## src/rtl/scan_irq_pkg.sv

```systemverilog
package scan_irq_pkg;

    // Kind of register access decoded from one CPU bus cycle
    typedef enum logic [1:0] {
        WK_NONE = 2'd0,
        WK_LO   = 2'd1,
        WK_HI   = 2'd2
    } wr_kind_e;

    // Default geometry of the timer
    localparam int unsigned SIRQ_ADDR_W = 16;
    localparam int unsigned SIRQ_DATA_W = 8;
    localparam int unsigned SIRQ_STEP   = 113;

endpackage

```

## src/rtl/scan_irq_decode.sv

```systemverilog
module scan_irq_decode
    import scan_irq_pkg::*;
#(
    parameter int unsigned     ADDR_W  = SIRQ_ADDR_W,
    parameter logic [ADDR_W-1:0] LO_ADDR = 16'h8200,
    parameter logic [ADDR_W-1:0] HI_ADDR = 16'h8201
) (
    input  logic              wr_en,
    input  logic [ADDR_W-1:0] wr_addr,
    output wr_kind_e          kind
);

    logic hit_lo;
    logic hit_hi;

    always_comb begin
        hit_lo = wr_en && (wr_addr == LO_ADDR);
        hit_hi = wr_en && (wr_addr == HI_ADDR);
        if (hit_lo) begin
            kind = WK_LO;
        end else if (hit_hi) begin
            kind = WK_HI;
        end else begin
            kind = WK_NONE;
        end
    end

endmodule

```

## src/rtl/scan_irq_count.sv

```systemverilog
module scan_irq_count
    import scan_irq_pkg::*;
#(
    parameter int unsigned DATA_W = SIRQ_DATA_W,
    parameter int unsigned STEP   = SIRQ_STEP
) (
    input  logic              clk,
    input  logic              rst_n,
    input  wr_kind_e          kind,
    input  logic [DATA_W-1:0] wr_data,
    input  logic              arm_pend,
    input  logic              line_tick,
    output logic              fire
);

    localparam int unsigned     CNT_W  = 2 * DATA_W;
    localparam logic [CNT_W-1:0] STEP_V = CNT_W'(STEP);

    typedef struct packed {
        logic [CNT_W-1:0] cnt;
        logic             en;
    } cnt_st_t;

    cnt_st_t st_d;
    cnt_st_t st_q;
    logic    tick_live;
    logic    in_reach;

    always_comb begin
        st_d      = st_q;
        tick_live = line_tick && st_q.en && (kind == WK_NONE);
        in_reach  = (st_q.cnt <= STEP_V);
        fire      = tick_live && in_reach;
        unique case (kind)
            WK_LO: st_d.cnt[DATA_W-1:0] = wr_data;
            WK_HI: begin
                st_d.cnt[CNT_W-1:DATA_W] = wr_data;
                st_d.en                  = arm_pend;
            end
            default: begin
                if (tick_live) begin
                    if (in_reach) begin
                        st_d.en = 1'b0;
                    end else begin
                        st_d.cnt = st_q.cnt - STEP_V;
                    end
                end
            end
        endcase
    end

    always_ff @(posedge clk) begin
        if (!rst_n) begin
            st_q <= '0;
        end else begin
            st_q <= st_d;
        end
    end

    AST_LO_LOAD: assert property (@(posedge clk) disable iff (!rst_n)
        kind == WK_LO |=> st_q.cnt == {$past(st_q.cnt[CNT_W-1:DATA_W]), $past(wr_data)});
    AST_HI_LOAD: assert property (@(posedge clk) disable iff (!rst_n)
        kind == WK_HI |=> st_q.cnt == {$past(wr_data), $past(st_q.cnt[DATA_W-1:0])} && st_q.en == $past(arm_pend));
    AST_FIRE_DISARM: assert property (@(posedge clk) disable iff (!rst_n)
        fire |=> !st_q.en && $stable(st_q.cnt));
    AST_STEP_DOWN: assert property (@(posedge clk) disable iff (!rst_n)
        line_tick && st_q.en && kind == WK_NONE && st_q.cnt > STEP_V |=> st_q.cnt == $past(st_q.cnt) - STEP_V && st_q.en);
    AST_IDLE_HOLD: assert property (@(posedge clk) disable iff (!rst_n)
        !st_q.en && kind == WK_NONE |=> $stable(st_q.cnt) && !st_q.en);
    AST_WRITE_WINS: assert property (@(posedge clk) disable iff (!rst_n)
        kind != WK_NONE |-> !fire);
    AST_NO_DECODE_HOLD: assert property (@(posedge clk) disable iff (!rst_n)
        kind == WK_NONE && !line_tick |=> $stable(st_q.cnt) && $stable(st_q.en));

endmodule

```

## src/rtl/scan_irq_flag.sv

```systemverilog
module scan_irq_flag (
    input  logic clk,
    input  logic rst_n,
    input  logic fire,
    input  logic irq_ack,
    output logic irq
);

    typedef struct packed {
        logic irq;
    } flag_st_t;

    flag_st_t st_d;
    flag_st_t st_q;

    always_comb begin
        st_d = st_q;
        if (fire) begin
            st_d.irq = 1'b1;
        end else if (irq_ack) begin
            st_d.irq = 1'b0;
        end
        irq = st_q.irq;
    end

    always_ff @(posedge clk) begin
        if (!rst_n) begin
            st_q <= '0;
        end else begin
            st_q <= st_d;
        end
    end

    AST_FIRE_RAISES: assert property (@(posedge clk) disable iff (!rst_n)
        fire |=> irq);
    AST_IRQ_STICKY: assert property (@(posedge clk) disable iff (!rst_n)
        irq && !irq_ack |=> irq);
    AST_SET_BEATS_ACK: assert property (@(posedge clk) disable iff (!rst_n)
        fire && irq_ack |=> irq);
    AST_ACK_CLEARS: assert property (@(posedge clk) disable iff (!rst_n)
        irq_ack && !fire |=> !irq);

endmodule

```

## src/rtl/scan_irq_timer.sv

```systemverilog
module scan_irq_timer
    import scan_irq_pkg::*;
#(
    parameter int unsigned       ADDR_W  = SIRQ_ADDR_W,
    parameter int unsigned       DATA_W  = SIRQ_DATA_W,
    parameter int unsigned       STEP    = SIRQ_STEP,
    parameter logic [ADDR_W-1:0] LO_ADDR = 16'h8200,
    parameter logic [ADDR_W-1:0] HI_ADDR = 16'h8201
) (
    input  logic              clk,
    input  logic              rst_n,
    input  logic              wr_en,
    input  logic [ADDR_W-1:0] wr_addr,
    input  logic [DATA_W-1:0] wr_data,
    input  logic              arm_pend,
    input  logic              line_tick,
    input  logic              irq_ack,
    output logic              irq
);

    wr_kind_e kind;
    logic     fire;

    scan_irq_decode #(
        .ADDR_W (ADDR_W),
        .LO_ADDR(LO_ADDR),
        .HI_ADDR(HI_ADDR)
    ) u_decode (
        .wr_en  (wr_en),
        .wr_addr(wr_addr),
        .kind   (kind)
    );

    scan_irq_count #(
        .DATA_W(DATA_W),
        .STEP  (STEP)
    ) u_count (
        .clk      (clk),
        .rst_n    (rst_n),
        .kind     (kind),
        .wr_data  (wr_data),
        .arm_pend (arm_pend),
        .line_tick(line_tick),
        .fire     (fire)
    );

    scan_irq_flag u_flag (
        .clk    (clk),
        .rst_n  (rst_n),
        .fire   (fire),
        .irq_ack(irq_ack),
        .irq    (irq)
    );

    AST_RESET_QUIET: assert property (@(posedge clk)
        !rst_n |=> !irq);
    AST_IDLE_NO_IRQ: assert property (@(posedge clk) disable iff (!rst_n)
        !irq && !line_tick |=> !irq);

endmodule

```

## config.mk

```make
export PLATFORM = sky130hd
export DESIGN_NAME = scan_irq_timer
export DESIGN_NICKNAME = d
export VERILOG_FILES = /design/src/rtl/scan_irq_pkg.sv /design/src/rtl/scan_irq_decode.sv /design/src/rtl/scan_irq_count.sv /design/src/rtl/scan_irq_flag.sv /design/src/rtl/scan_irq_timer.sv
export SDC_FILE = /design/constraint.sdc
export NUM_CORES = 1
export LEC_CHECK = 0
export CORE_MARGIN = 3
export CORE_UTILIZATION = 43
export CTS_BUF_LIST = sky130_fd_sc_hd__clkbuf_8 sky130_fd_sc_hd__clkbuf_16
export CTS_CLUSTER_SIZE = 16
export DETAILED_ROUTE_END_ITERATION = 8
export GPL_TIMING_DRIVEN = 0
export PLACE_DENSITY = 0.72
export SLEW_MARGIN = 40
export SYNTH_ARGS = -nofsm -noshare
export SYNTH_HDL_FRONTEND = slang
export SYNTH_SLANG_ARGS = --single-unit
```

## constraint.sdc

```tcl
create_clock -name clk -period 2.8 [get_ports clk]
set_clock_uncertainty 0.1 [all_clocks]
set_input_delay 0.56 -clock clk [delete_from_list [all_inputs] [get_ports clk]]
set_output_delay 0.56 -clock clk [all_outputs]
set_load 0.01 [all_outputs]
```

-- Yosys cells after proc, flatten, opt, wreduce, memory -nomap -nowiden
Cells that the tools add are included.
- bitwise logic cells: 2
- reductions and logical operators: 13
- add/sub/neg operators: 1
- equality and inequality tests: 6
- magnitude comparators: 1
- mux-type cells: 10
- operator list (kind ; number):
    $eq 16x16->1 const B ; 2
    $pmux 8 s2 ; 2
    $mux 17 ; 1
    $le 16x7->1 const B ; 1
    $mux 16 ; 1
    $sub 16x7->16 const B ; 1
    $reduce_and 3->1 ; 3
    $reduce_bool 2->1 ; 4
    $logic_and 1x1->1 ; 5
    $mux 2 ; 2
    $ne 2x2->1 const B ; 2
    $mux 1 ; 3
    $eq 2x1->1 const B ; 1
    $eq 2x2->1 const B ; 1
    $logic_not 2->1 ; 1
    $not 1->1 ; 2
    $pmux 1 s2 ; 1
- bits of input ports: 30
- register bits: 18
- output and inout port bits: 1

-- Logic depth before layout (Yosys ltp)
Gate-level depths: netlist (run 1).
- depth in word-level cells: 8
- depth in mapped cells: 8

-- Modules after synthesis
From an unflattened synthesis (run 1), not the netlist that was laid out.
- cells, all modules: 161
- area, all modules: 1305.0 µm²
- by module, submodules not included (module ; instances ; seq. area each (µm²) ; cells an instance ; area each (µm²)):
    scan_irq_count ; 1 ; 340.3 ; 149 ; 1186.1
    scan_irq_decode ; 1 ; 0.0 ; 9 ; 77.6
    scan_irq_flag ; 1 ; 20.0 ; 3 ; 41.3

-- Worst setup path before layout (run 1)
Ideal clock, no wire load.
- path type: input-to-reg
- start point: input port wr_addr[5]
- end point: register u_count.st_q[6] (netlist name)
- arrival time: 2225 ps
- slack: 352 ps
- cell stages on the path: 6
- path through: or4_1 > or4_1 > buf_2 > or3_1 > o311ai_1 > nor3_1
- longest elaborated chain between the ends: 8
- elaborated cells between the ends (all ways): 15
- classes of those cells: 5 x eq/ne; 3 x mux; 1 x bitwise; 6 x reduce/logical
- RTL lines (element ; line ; source):
    from (decl) ; scan_irq_timer.sv:13 ; input logic [ADDR_W-1:0] wr_addr,
    $eq 16x16->1 ; scan_irq_decode.sv:18 ; hit_hi = wr_en && (wr_addr == HI_ADDR);
    $logic_and 1x1->1 ; scan_irq_decode.sv:18 ;
    $mux 2 ; scan_irq_decode.sv:21 ; end else if (hit_hi) begin
    $mux 2 (*) ; scan_irq_decode.sv:19 ; if (hit_lo) begin
    $logic_not 2->1 ; scan_irq_count.sv:31 ; tick_live = line_tick && st_q.en && (kind == WK_NONE);
    $logic_and 1x1->1 ; scan_irq_count.sv:31 ;
    $reduce_bool 2->1 (no source line) ; n/a ;
    $reduce_and 3->1 (no source line) ; n/a ;
    to (signal assigned) ; scan_irq_count.sv:56 ; st_q <= st_d;
    to (decl) ; scan_irq_count.sv:25 ; cnt_st_t st_q;
Every way passes the cells marked *; elsewhere a longest branch is shown, timed or not.
A chain may end at the register's enable or synchronous reset.

-- Final worst setup path (run 1)
- start point: input port wr_addr[6]
- end point: register u_count.st_q[6] (netlist name)
The elaborated chain is that of the path after synthesis.

==> flow_summary_export.csv, run 1 <==
group,metric,value,unit
power,p_sw_frac,0.211,
placed_design,gp_congestion,0.833,
sta,worst_slew_pin_slew,0.525,ns
critical_path,cp_slowest_stage_delay,0.56,ns
critical_path,crit_path_start,"wr_addr[6]",
critical_path,crit_family,"simple AND/OR/NAND/NOR gates",
grt,grt_overflow,0,
sta,maxSlewHeadroom,0.647,
power,ir_drop,0.190,mV
drt,drt_pre_antenna_iters,4,
critical_path,crit_buf_inv,2,
critical_path,crit_end,"u_count.st_q[6]$_SDFFE_PN0P_",
placed_design,dp_hpwl,2770,um
critical_path,cp.arrival,2.75,ns
die,die-width,59.2,um
critical_path,r2r_end,"u_count.st_q[14]$_SDFFE_PN0P_",
sta,hold_viol,0,
synthesis,yosys-top-cells-count,"dfxtp_1, o21ai_0, nand2_1",
critical_path,path_cells,"clkdlybuf4s50_1, or4b_4, or4_1, buf_2, or3_1, o311ai_1, nor3_1",
drt,wl_per_cell,16.4,um
synthesis,yosysWarnings,0,
grt,grt_pass1_vias,1354,
die,ios,31,
finish,syn_to_final_growth,32.8,%
clock_tree,cts_root_buffer,"clkbuf_8",
job,maxCapViolCount,0,
synthesis,synth_nets,185,
drt,first_iter_violations,85,
clock_tree,ctsHoldBuffers,0,
power,p_int,0.000420,W
synthesis,ys_types,47,
clock_tree,post-cts-setup-buffers,0,
worst_hold_path,hp-class,"flip-flop to flip-flop",
grt,grt_max_degree,11,
drt,vias_per_cell,6.28,
critical_path,path_class,"primary input to flip-flop",
sta,setup_violations,0,
clock_tree,cts_resized,0,
synthesis,synth_area,1220,um2
clock_tree,cts_buffers,3,
synthesis,syn_inst,153,
synthesis,yosysTopAreaCellShare,0.296,
clock_tree,ctsHtreeMaxLevel,1,
power,power.switching,0.000112,W
die,die_h,59.2,um
finish,diodes,0,
synthesis,ys.flop_type,"dfxtp_1",
critical_path,slowest_stage,"or4b_4",
grt,antenna_found_initial,0,
clock_tree,clk_latency,0.26,ns
sta,finalCritPeriodShare,0.964,
finish,drive_gt1_frac,0.119,
synthesis,synth.area.top_cells,"dfxtp_1, o21ai_0, nor3_1",
sta,whs,0.406,ns
status,status,"completed",
power,p_seq_frac,0.481,
critical_path,start_kind,"primary input",
clock_tree,clock_sinks,18,
die,core-area,2590,um2
power,power_density,329,nW/um2
critical_path,r2r_setup_slack,0.22,ns
power,leakage,0.529,nW
synthesis,synth.ff_latch_count,18,
synthesis,avgSynthCellArea,7.95,um2
sta,post-route-min-period,2.70,ns
synthesis,yosysMostFrequentCell,"dfxtp_1",
critical_path,crit_cells,7,
clock_tree,cts_tree,"built",
synthesis,yosysSeqAreaShare,0.296,
finish,nets,218,
synthesis,async_flop_share,0,
die,rows,18,
drt,drt-total-wl,3530,um
power,finalPower,0.000532,W
critical_path,required,2.85,ns
critical_path,crit_path_max_fanout,7,
sta,timing.fmax,0.370,GHz
drt,ant_nets,0,
synthesis,synth_enable_flop_cells,0,
clock_tree,path_clk_slew,0.07,ns
clock_tree,cts_buffer_depth,2,
grt,grtUsageTotal,0.227,
drt,route.detailed.drc,0,
die,die-area,3500,um2
grt,grt_first_pass_wirelength,6200,um
placed_design,place_worst_setup_slack,-0.253,ns
sta,layout_setup_ws,0.0995,ns
critical_path,end_kind,"flip-flop",
die,initial_core_util,0.470,
sta,finalMaxSlewViolations,0,
critical_path,worst-r2r-cell-count,8,
critical_path,r2r-start,"u_count.st_q[1]$_SDFFE_PN0P_",
placed_design,io_buffers,28,
drt,vias,1351,
power,clockPowerShare,0.412,
synthesis,synth_top_area_cell,"dfxtp_1",
power,comb_power_share,0.107,
## how the worst min path moves through the flow
stage / from / end / slack, ns / cells past startpoint
6_report: u_count.st_q[5]$_SDFFE_PN0P_ / u_count.st_q[5]$_SDFFE_PN0P_ / 0.41 / 2
5_1_grt: u_count.st_q[5]$_SDFFE_PN0P_ / u_count.st_q[5]$_SDFFE_PN0P_ / 0.44 / 2
4_1_cts: u_count.st_q[5]$_SDFFE_PN0P_ / u_count.st_q[5]$_SDFFE_PN0P_ / 0.40 / 2
3_5_place_dp: u_count.st_q[5]$_SDFFE_PN0P_ / u_count.st_q[5]$_SDFFE_PN0P_ / 0.39 / 2
3_3_place_gp: u_count.st_q[5]$_SDFFE_PN0P_ / u_count.st_q[5]$_SDFFE_PN0P_ / 0.38 / 2
2_1_floorplan: u_count.st_q[5]$_SDFFE_PN0P_ / u_count.st_q[5]$_SDFFE_PN0P_ / 0.36 / 2
## per-stage QoR
stage / area, um2 / TNS, ns / utilization / instances
4_1_cts: 1590 / 0 / 0.614 / 215
3_5_place_dp: 1530 / -2.77 / 0.592 / 211
3_3_place_gp: 1530 / -2.60 / 0.592 / 211
5_1_grt: 1620 / -0.00168 / 0.624 / 215
6_report: 1620 / 0 / 0.624 / 215
2_1_floorplan: 1220 / 0 / - / 153
## cells by family (layout without fill, tap and decap cells)
group,count (synthesis),in the layout,share of synthesized area
compound gates,45,45,0.249
mux,3,3,0.0257
buf+inv,13,45,0.0545
flops,18,18,0.296
simple gates,72,72,0.354
fa+ha+maj,2,2,0.0206
## power by group through the flow
stage,Sequential (W),Combinational [W],Clock [W]
global placement,0.000262,0.0000551,0
CTS,0.000256,0.0000557,0.000223
floorplan,0.000262,0.0000126,0
finish,0.000256,0.0000569,0.000219
global route,0.000256,0.0000604,0.000232
detailed placement,0.000262,0.0000555,0
## cell usage in the layout, fill, tap and decap left out, drive strengths merged, types with 2 or more instances in the layout
master	synthesis	routed
clkbuf	3	8
nand4	3	3
mux2i	2	2
nor3b	2	2
or4	6	6
and2	2	2
a311oi	2	2
a211oi	5	5
nor4	4	4
a31oi	4	4
clkdlybuf4s50	0	28
o21ai	14	14
o221ai	2	2
dfxtp	18	18
nand2	13	13
and3	2	2
buf	4	3
a21oi	7	7
ha	2	2
inv	6	6
nand2b	3	3
o311ai	3	3
nor3	10	10
nor2b	2	2
nand3	7	7
or3	4	4
o31ai	2	2
nor2	7	7
## layout make-up
cell class                      instances  area (um2)
Timing Repair Buffer                   28         280
Multi-Input combinational cell        122         813
Sequential cell                        18         360
Tap cell                               30        37.5
Buffer                                  7        46.3
Fill cell                             237         975
Inverter                                6        22.5
Clock buffer                            4        55.1
## routing by layer
metal	GRT usage	vias up	wire, um
li1	-	661	-
met1	0.296	645	1550
met2	0.379	40	1730
met3	0.0327	5	216
met4	0.0809	0	36
met5	0	-	0
## state kept, by name, summed over array words and instances, names as in the netlist
register,flops
u_count.st_q,17
u_flag.irq,1
## worst reg2reg max path, cell delays in order, from the launching register on
cell and delay (ns):
dfxtp_1 0.40, inv_1 0.10, ha_1 0.23, or3b_2 0.24, o311ai_2 0.19, a211o_1 0.36, buf_6 0.15, or4_1 0.47
a311oi_1 0.26
Note: power is estimated with default switching activity, not from simulation.
==> run 2, diff against run 1 <==
--- a/config.mk
+++ b/config.mk
@@ -14,3 +14,3 @@
 export PLACE_DENSITY = 0.72
-export SLEW_MARGIN = 40
+export SLEW_MARGIN = 10
 export SYNTH_ARGS = -nofsm -noshare
==> constraint.sdc (replaced) <==
create_clock -name clk -period 2.8 [get_ports clk]
set_clock_uncertainty 0.1 [all_clocks]
set_input_delay 0.7 -clock clk [delete_from_list [all_inputs] [get_ports clk]]
set_output_delay 0.7 -clock clk [all_outputs]
set_load 0.01 [all_outputs]
==> run 2 against run 1 <==
Count of clock-buffer cells in the layout unchanged. Worst setup slack got worse by 0.047 ns. Register-to-register slack is essentially flat. Highest routed layer unchanged. Global-route usage rose by 0.31 points. Critical endpoint unchanged.
==> flow_summary_export.csv, run 2 (synthesis results as in run 1) <==
group,metric,value,unit
placed_design,gp_congestion,0.833,
clock_tree,cts_root_buffer,"clkbuf_8",
worst_hold_path,hold_depth,2,
clock_tree,cts_buffer_depth,2,
placed_design,io_buffers,28,
critical_path,end_kind,"flip-flop",
critical_path,required,2.85,ns
die,ios,31,
grt,grt_busiest_layer,"met2",
sta,maxSlewHeadroom,0.377,
power,power_density,309,nW/um2
finish,final.fill_count,222,
die,core-area,2590,um2
power,power.switching,0.000119,W
sta,setup_violations,0,
finish,regMostFlops,"u_count.st_q",
critical_path,worst-r2r-cell-count,8,
status,status,"completed",
finish,drive_gt1_frac,0.173,
finish,diodes,0,
job,maxCapViolCount,0,
clock_tree,clock_sinks,18,
die,die-area,3500,um2
power,ir_drop,0.364,mV
power,p_sw_frac,0.220,
sta,hold_viol,0,
clock_tree,ctsHtreeMaxLevel,1,
grt,grt_max_degree,11,
grt,grt_overflow,0,
finish,layout_common_cells,"clkdlybuf4s50_1, dfxtp_1, nand2_1, o21ai_0, nor3_1",
die,initial_core_util,0.470,
clock_tree,ctsHoldBuffers,0,
critical_path,r2r_end,"u_count.st_q[14]$_SDFFE_PN0P_",
drt,vias_per_cell,6.49,
critical_path,start_kind,"primary input",
clock_tree,path_clk_slew,0.07,ns
drt,drt_pre_antenna_iters,5,
worst_hold_path,min_to,"u_count.st_q[5]$_SDFFE_PN0P_",
worst_hold_path,holdCritStartpoint,"u_count.st_q[5]$_SDFFE_PN0P_",
grt,grt_pass1_vias,1375,
placed_design,dp_hpwl,2770,um
grt,grt_first_pass_wirelength,6280,um
drt,ant_nets,0,
power,clockPowerShare,0.413,
sta,layout_setup_ws,0.0524,ns
die,die-width,59.2,um
die,rows,18,
grt,grt.met1_usage,0.297,
grt,antenna_found_initial,0,
critical_path,path_class,"primary input to flip-flop",
clock_tree,clk_latency,0.26,ns
finish,fin_util,0.673,
drt,drt-total-wl,3960,um
sta,finalMaxSlewViolations,0,
finish,syn_to_final_growth,43.4,%
drt,first_iter_violations,84,
clock_tree,cts_buffers,3,
finish,layout_commonest_cell,"clkdlybuf4s50_1",
critical_path,crit_path_max_fanout,3,
drt,vias,1435,
grt,met3_usage,0.0370,
clock_tree,cts_tree,"built",
sta,worst_slew_pin_slew,0.929,ns
sta,post-route-min-period,2.75,ns
drt,wl_per_cell,17.9,um
critical_path,r2r-start,"u_count.st_q[1]$_SDFFE_PN0P_",
finish,largest_reg_flops,17,
power,p_seq_frac,0.474,
power,p_int,0.000420,W
worst_hold_path,hp-class,"flip-flop to flip-flop",
drt,route.detailed.drc,0,
critical_path,r2r_setup_slack,0.22,ns
finish,nets,224,
power,comb_power_share,0.113,
placed_design,place_worst_setup_slack,-0.393,ns
power,leakage,0.647,nW
die,die_h,59.2,um
critical_path,cp.arrival,2.80,ns
grt,grtUsageTotal,0.231,
sta,timing.fmax,0.364,GHz
grt,met2_usage,0.385,
sta,finalCritPeriodShare,0.981,
==> run 2: changes by cell type in the layout (fill, tap and decap cells not counted), moves of 2 or more <==
| cell | change |
|---|---|
| nor4_4 | +2 |
| buf_4 | +6 |
| nor4_2 | -3 |
| dlymetal6s2s_1 | +5 |
| o21ai_0 | -2 |
| or4_1 | -2 |
| clkdlybuf4s50_1 | -5 |
| o21ai_1 | +2 |
| or4_4 | +2 |
==> run 2: worst max path at each step <==
stage	start	to	slack (ns)
after floorplan	wr_addr[5]	u_count.st_q[6]$_SDFFE_PN0P_	0.21
after global placement	wr_addr[5]	u_count.st_q[16]$_SDFFE_PN0P_	-0.38
after detailed placement	wr_addr[5]	u_count.st_q[12]$_SDFFE_PN0P_	-0.39
after CTS	wr_addr[11]	u_count.st_q[12]$_SDFFE_PN0P_	-0.03
after global routing	wr_addr[5]	u_count.st_q[2]$_SDFFE_PN0P_	-0.03
final	wr_addr[5]	u_count.st_q[6]$_SDFFE_PN0P_	0.05
==> run 2: through the flow <==
| step | hold WS, ns | cell area, um2 | TNS, ns | std cells | total power (W) |
|---|---|---|---|---|---|
| after CTS | 0.403 | 1620 | -0.0432 | 216 | 0.000536 |
| after global placement | 0.378 | 1530 | -4.83 | 211 | 0.000317 |
| after global routing | 0.447 | 1740 | -0.0365 | 221 | 0.000555 |
| after floorplan | 0.359 | 1220 | 0 | 153 | 0.000274 |
| final | 0.416 | 1740 | 0 | 221 | 0.000539 |
| after detailed placement | 0.393 | 1530 | -5.01 | 211 | 0.000317 |
==> run 2: metal layers <==
metal | up-vias | share of wire
met5 | - | 0
met4 | 0 | 0.020
met3 | 11 | 0.077
met2 | 75 | 0.49
met1 | 678 | 0.41
li1 | 671 | -
==> run 2: critical path, stage by stage <==
cell and delay [ns]:
clkdlybuf4s50_1 0.39, or4_4 0.52, or4_4 0.60, or3_4 0.41, o311ai_4 0.10, nor3_2 0.08
==> run 2: layout make-up <==
type                    instances  area (um2)  share of cell area
plain buffers                   6        45.0              0.0258
clock buffers                   4        55.1              0.0316
inverters                       6        22.5              0.0129
multi-input cells             122         866               0.496
flip-flops and latches         18         360               0.207
well taps                      30        37.5              0.0215
repair buffers                 35         358               0.205
==> run 2: power groups by stage <==
stage,registers [W],logic [W],clock network (W)
after global routing,0.000256,0.0000640,0.000236
after global placement,0.000262,0.0000551,0
after CTS,0.000256,0.0000572,0.000223
after detailed placement,0.000262,0.0000555,0
final,0.000256,0.0000608,0.000223
after floorplan,0.000262,0.0000126,0
==> run 2: timing repair <==
item | CTS | global route
endpoints found under the setup margin | 13 | 15
setup buffers | 1 | 6
resized for setup | 6 | 18
pin swaps | 1 | 10
hold endpoints to repair | 0 | 0
==> run 3, diff against run 2 <==
- CORE_MARGIN: 3 -> 4
- PLACE_DENSITY: 0.72 -> 0.77
- REMOVE_ABC_BUFFERS: not set -> 1
==> run 3 against run 2 <==
Worst setup slack improved by 0.00099 ns. Critical endpoint unchanged. Core utilization shrank 6.8 points. Register-to-register slack better by 0.03 ns. Via count down 5.8%.
==> flow_summary_export.csv, run 3 (synthesis results as in run 1) <==
group,metric,value,unit
die,core-area,2730,um2
placed_design,place_worst_setup_slack,-0.796,ns
drt,route.met3.wl,259,um
die,initial_core_util,0.445,
grt,grt_pass1_vias,1289,
die,rows,19,
sta,hold_viol,0,
finish,largest_reg_flops,17,
clock_tree,cts_buffers,3,
die,die-width,61.2,um
die,ios,31,
grt,grt_max_degree,19,
critical_path,cp_common_cell,"or4_4",
critical_path,crit_path_start,"wr_addr[12]",
critical_path,r2r-start,"u_count.st_q[1]$_SDFFE_PN0P_",
power,p_sw_frac,0.214,
drt,wl_met2,1630,um
critical_path,cp.arrival,2.80,ns
clock_tree,ctsHoldBuffers,0,
critical_path,start_kind,"primary input",
power,clockPowerShare,0.410,
power,leakage,0.570,nW
clock_tree,cts_buffer_depth,2,
power,p_int,0.000422,W
finish,final_cells,214,
power,power.switching,0.000115,W
sta,finalMaxSlewViolations,0,
finish,fin_area,1660,um2
sta,timing.fmax,0.364,GHz
critical_path,path_cells,"clkdlybuf4s50_1, or4_4, or4_4, or3_4, o311ai_4, nor3_2",
critical_path,slowest_stage,"or4_4",
clock_tree,clock_sinks,18,
finish,layout_common_cells,"clkdlybuf4s50_1, dfxtp_1, o21ai_0, nand2_1, nor3_1",
finish,regMostFlops,"u_count.st_q",
finish,diodes,0,
grt,grt_overflow,0,
power,power_density,325,nW/um2
drt,wl_met1,1440,um
sta,finalCritPeriodShare,0.981,
critical_path,crit_buf_inv,1,
sta,layout_setup_ws,0.0534,ns
placed_design,gp_congestion,0.874,
finish,layout_commonest_cell,"clkdlybuf4s50_1",
drt,ant_nets,0,
clock_tree,ctsHtreeMaxLevel,1,
drt,drt-total-wl,3420,um
power,ir_drop,0.381,mV
critical_path,required,2.85,ns
clock_tree,path_clk_slew,0.07,ns
grt,grtUsageTotal,0.198,
clock_tree,cts_tree,"built",
drt,drt_pre_antenna_iters,4,
grt,antenna_found_initial,0,
placed_design,dp_hpwl,2640,um
placed_design,io_buffers,30,
clock_tree,clk_latency,0.26,ns
sta,post-route-min-period,2.75,ns
sta,worst_slew_pin_slew,0.841,ns
drt,routed.top_layer,"met4",
placed_design,dp_cells,207,
die,die_h,61.2,um
status,status,"completed",
drt,first_iter_violations,100,
drt,wl_per_cell,16.0,um
worst_hold_path,hp-class,"flip-flop to flip-flop",
critical_path,path_class,"primary input to flip-flop",
job,maxCapViolCount,0,
sta,maxSlewHeadroom,0.436,
clock_tree,cts_root_buffer,"clkbuf_8",
finish,syn_to_final_growth,36.1,%
worst_hold_path,holdCritStartpoint,"u_count.st_q[16]$_SDFFE_PN0P_",
finish,regArea,360,um2
power,comb_power_share,0.114,
finish,drive_gt1_frac,0.131,
drt,vias,1352,
drt,route.detailed.drc,0,
critical_path,crit_path_max_fanout,7,
die,die-area,3740,um2
power,p_seq_frac,0.476,
placed_design,placed_area,1510,um2
critical_path,cp_slowest_stage_delay,0.62,ns
finish,final.fill_count,230,
sta,whs,0.427,ns
finish,nets,216,
sta,setup_violations,0,
finish,multi_input_comb_area,853,um2
critical_path,crit_family,"simple AND/OR/NAND/NOR gates",
drt,vias_per_cell,6.32,
grt,grt_first_pass_wirelength,5610,um
critical_path,end_kind,"flip-flop",
power,finalPower,0.000538,W
## run 3: area by class of cell
type,count,area share
Tap cell,31,0.0234
Multi-Input combinational cell,122,0.515
Timing Repair Buffer,33,0.197
Inverter,6,0.0136
Clock buffer,4,0.0333
Sequential cell,18,0.218
## run 3: metal layers
metal / up-vias / global-route usage
met4: 0 / 0.0681
met1: 620 / 0.236
met3: 15 / 0.0524
met2: 61 / 0.340
li1: 656 / -
met5: - / 0
## run 3: metrics by stage
stage / util / setup TNS (ns)
floorplan: - / 0
global placement: 0.553 / -10.06
detailed placement: 0.553 / -10.84
CTS: 0.586 / 0
global route: 0.605 / -0.00289
finish: 0.605 / 0
## run 3: what timing repair did
item,CTS,global route
hold endpoints to repair,0,0
gates resized for setup,4,8
pin swaps,1,2
endpoints found under the setup margin,17,13
buffers inserted,2,1
## run 3: power by group through the flow
stage / registers (W) / clock network, W / logic (W)
after floorplan: 0.000262 / 0 / 0.00000844
after global placement: 0.000262 / 0 / 0.0000566
after detailed placement: 0.000262 / 0 / 0.0000573
after CTS: 0.000256 / 0.000222 / 0.0000584
after global routing: 0.000256 / 0.000238 / 0.0000650
final: 0.000256 / 0.000221 / 0.0000611
## run 3: path summary, 6_finish.rpt
check | end | slack (ns) | depth (start not counted)
worst max-delay path | u_count.st_q[6]$_SDFFE_PN0P_ | 0.05 | 6
worst min-delay path | u_count.st_q[16]$_SDFFE_PN0P_ | 0.43 | 2
worst max register to register | u_count.st_q[14]$_SDFFE_PN0P_ | 0.25 | 7
worst min register to register | u_count.st_q[16]$_SDFFE_PN0P_ | 0.43 | 2
## run 3: tightest hold or removal path, delay by kind of cell, from the launching register on
family | cells | cell delay, ns
DFF | 1 | 0.34
AOI/OAI and AO/OA | 2 | 0.14
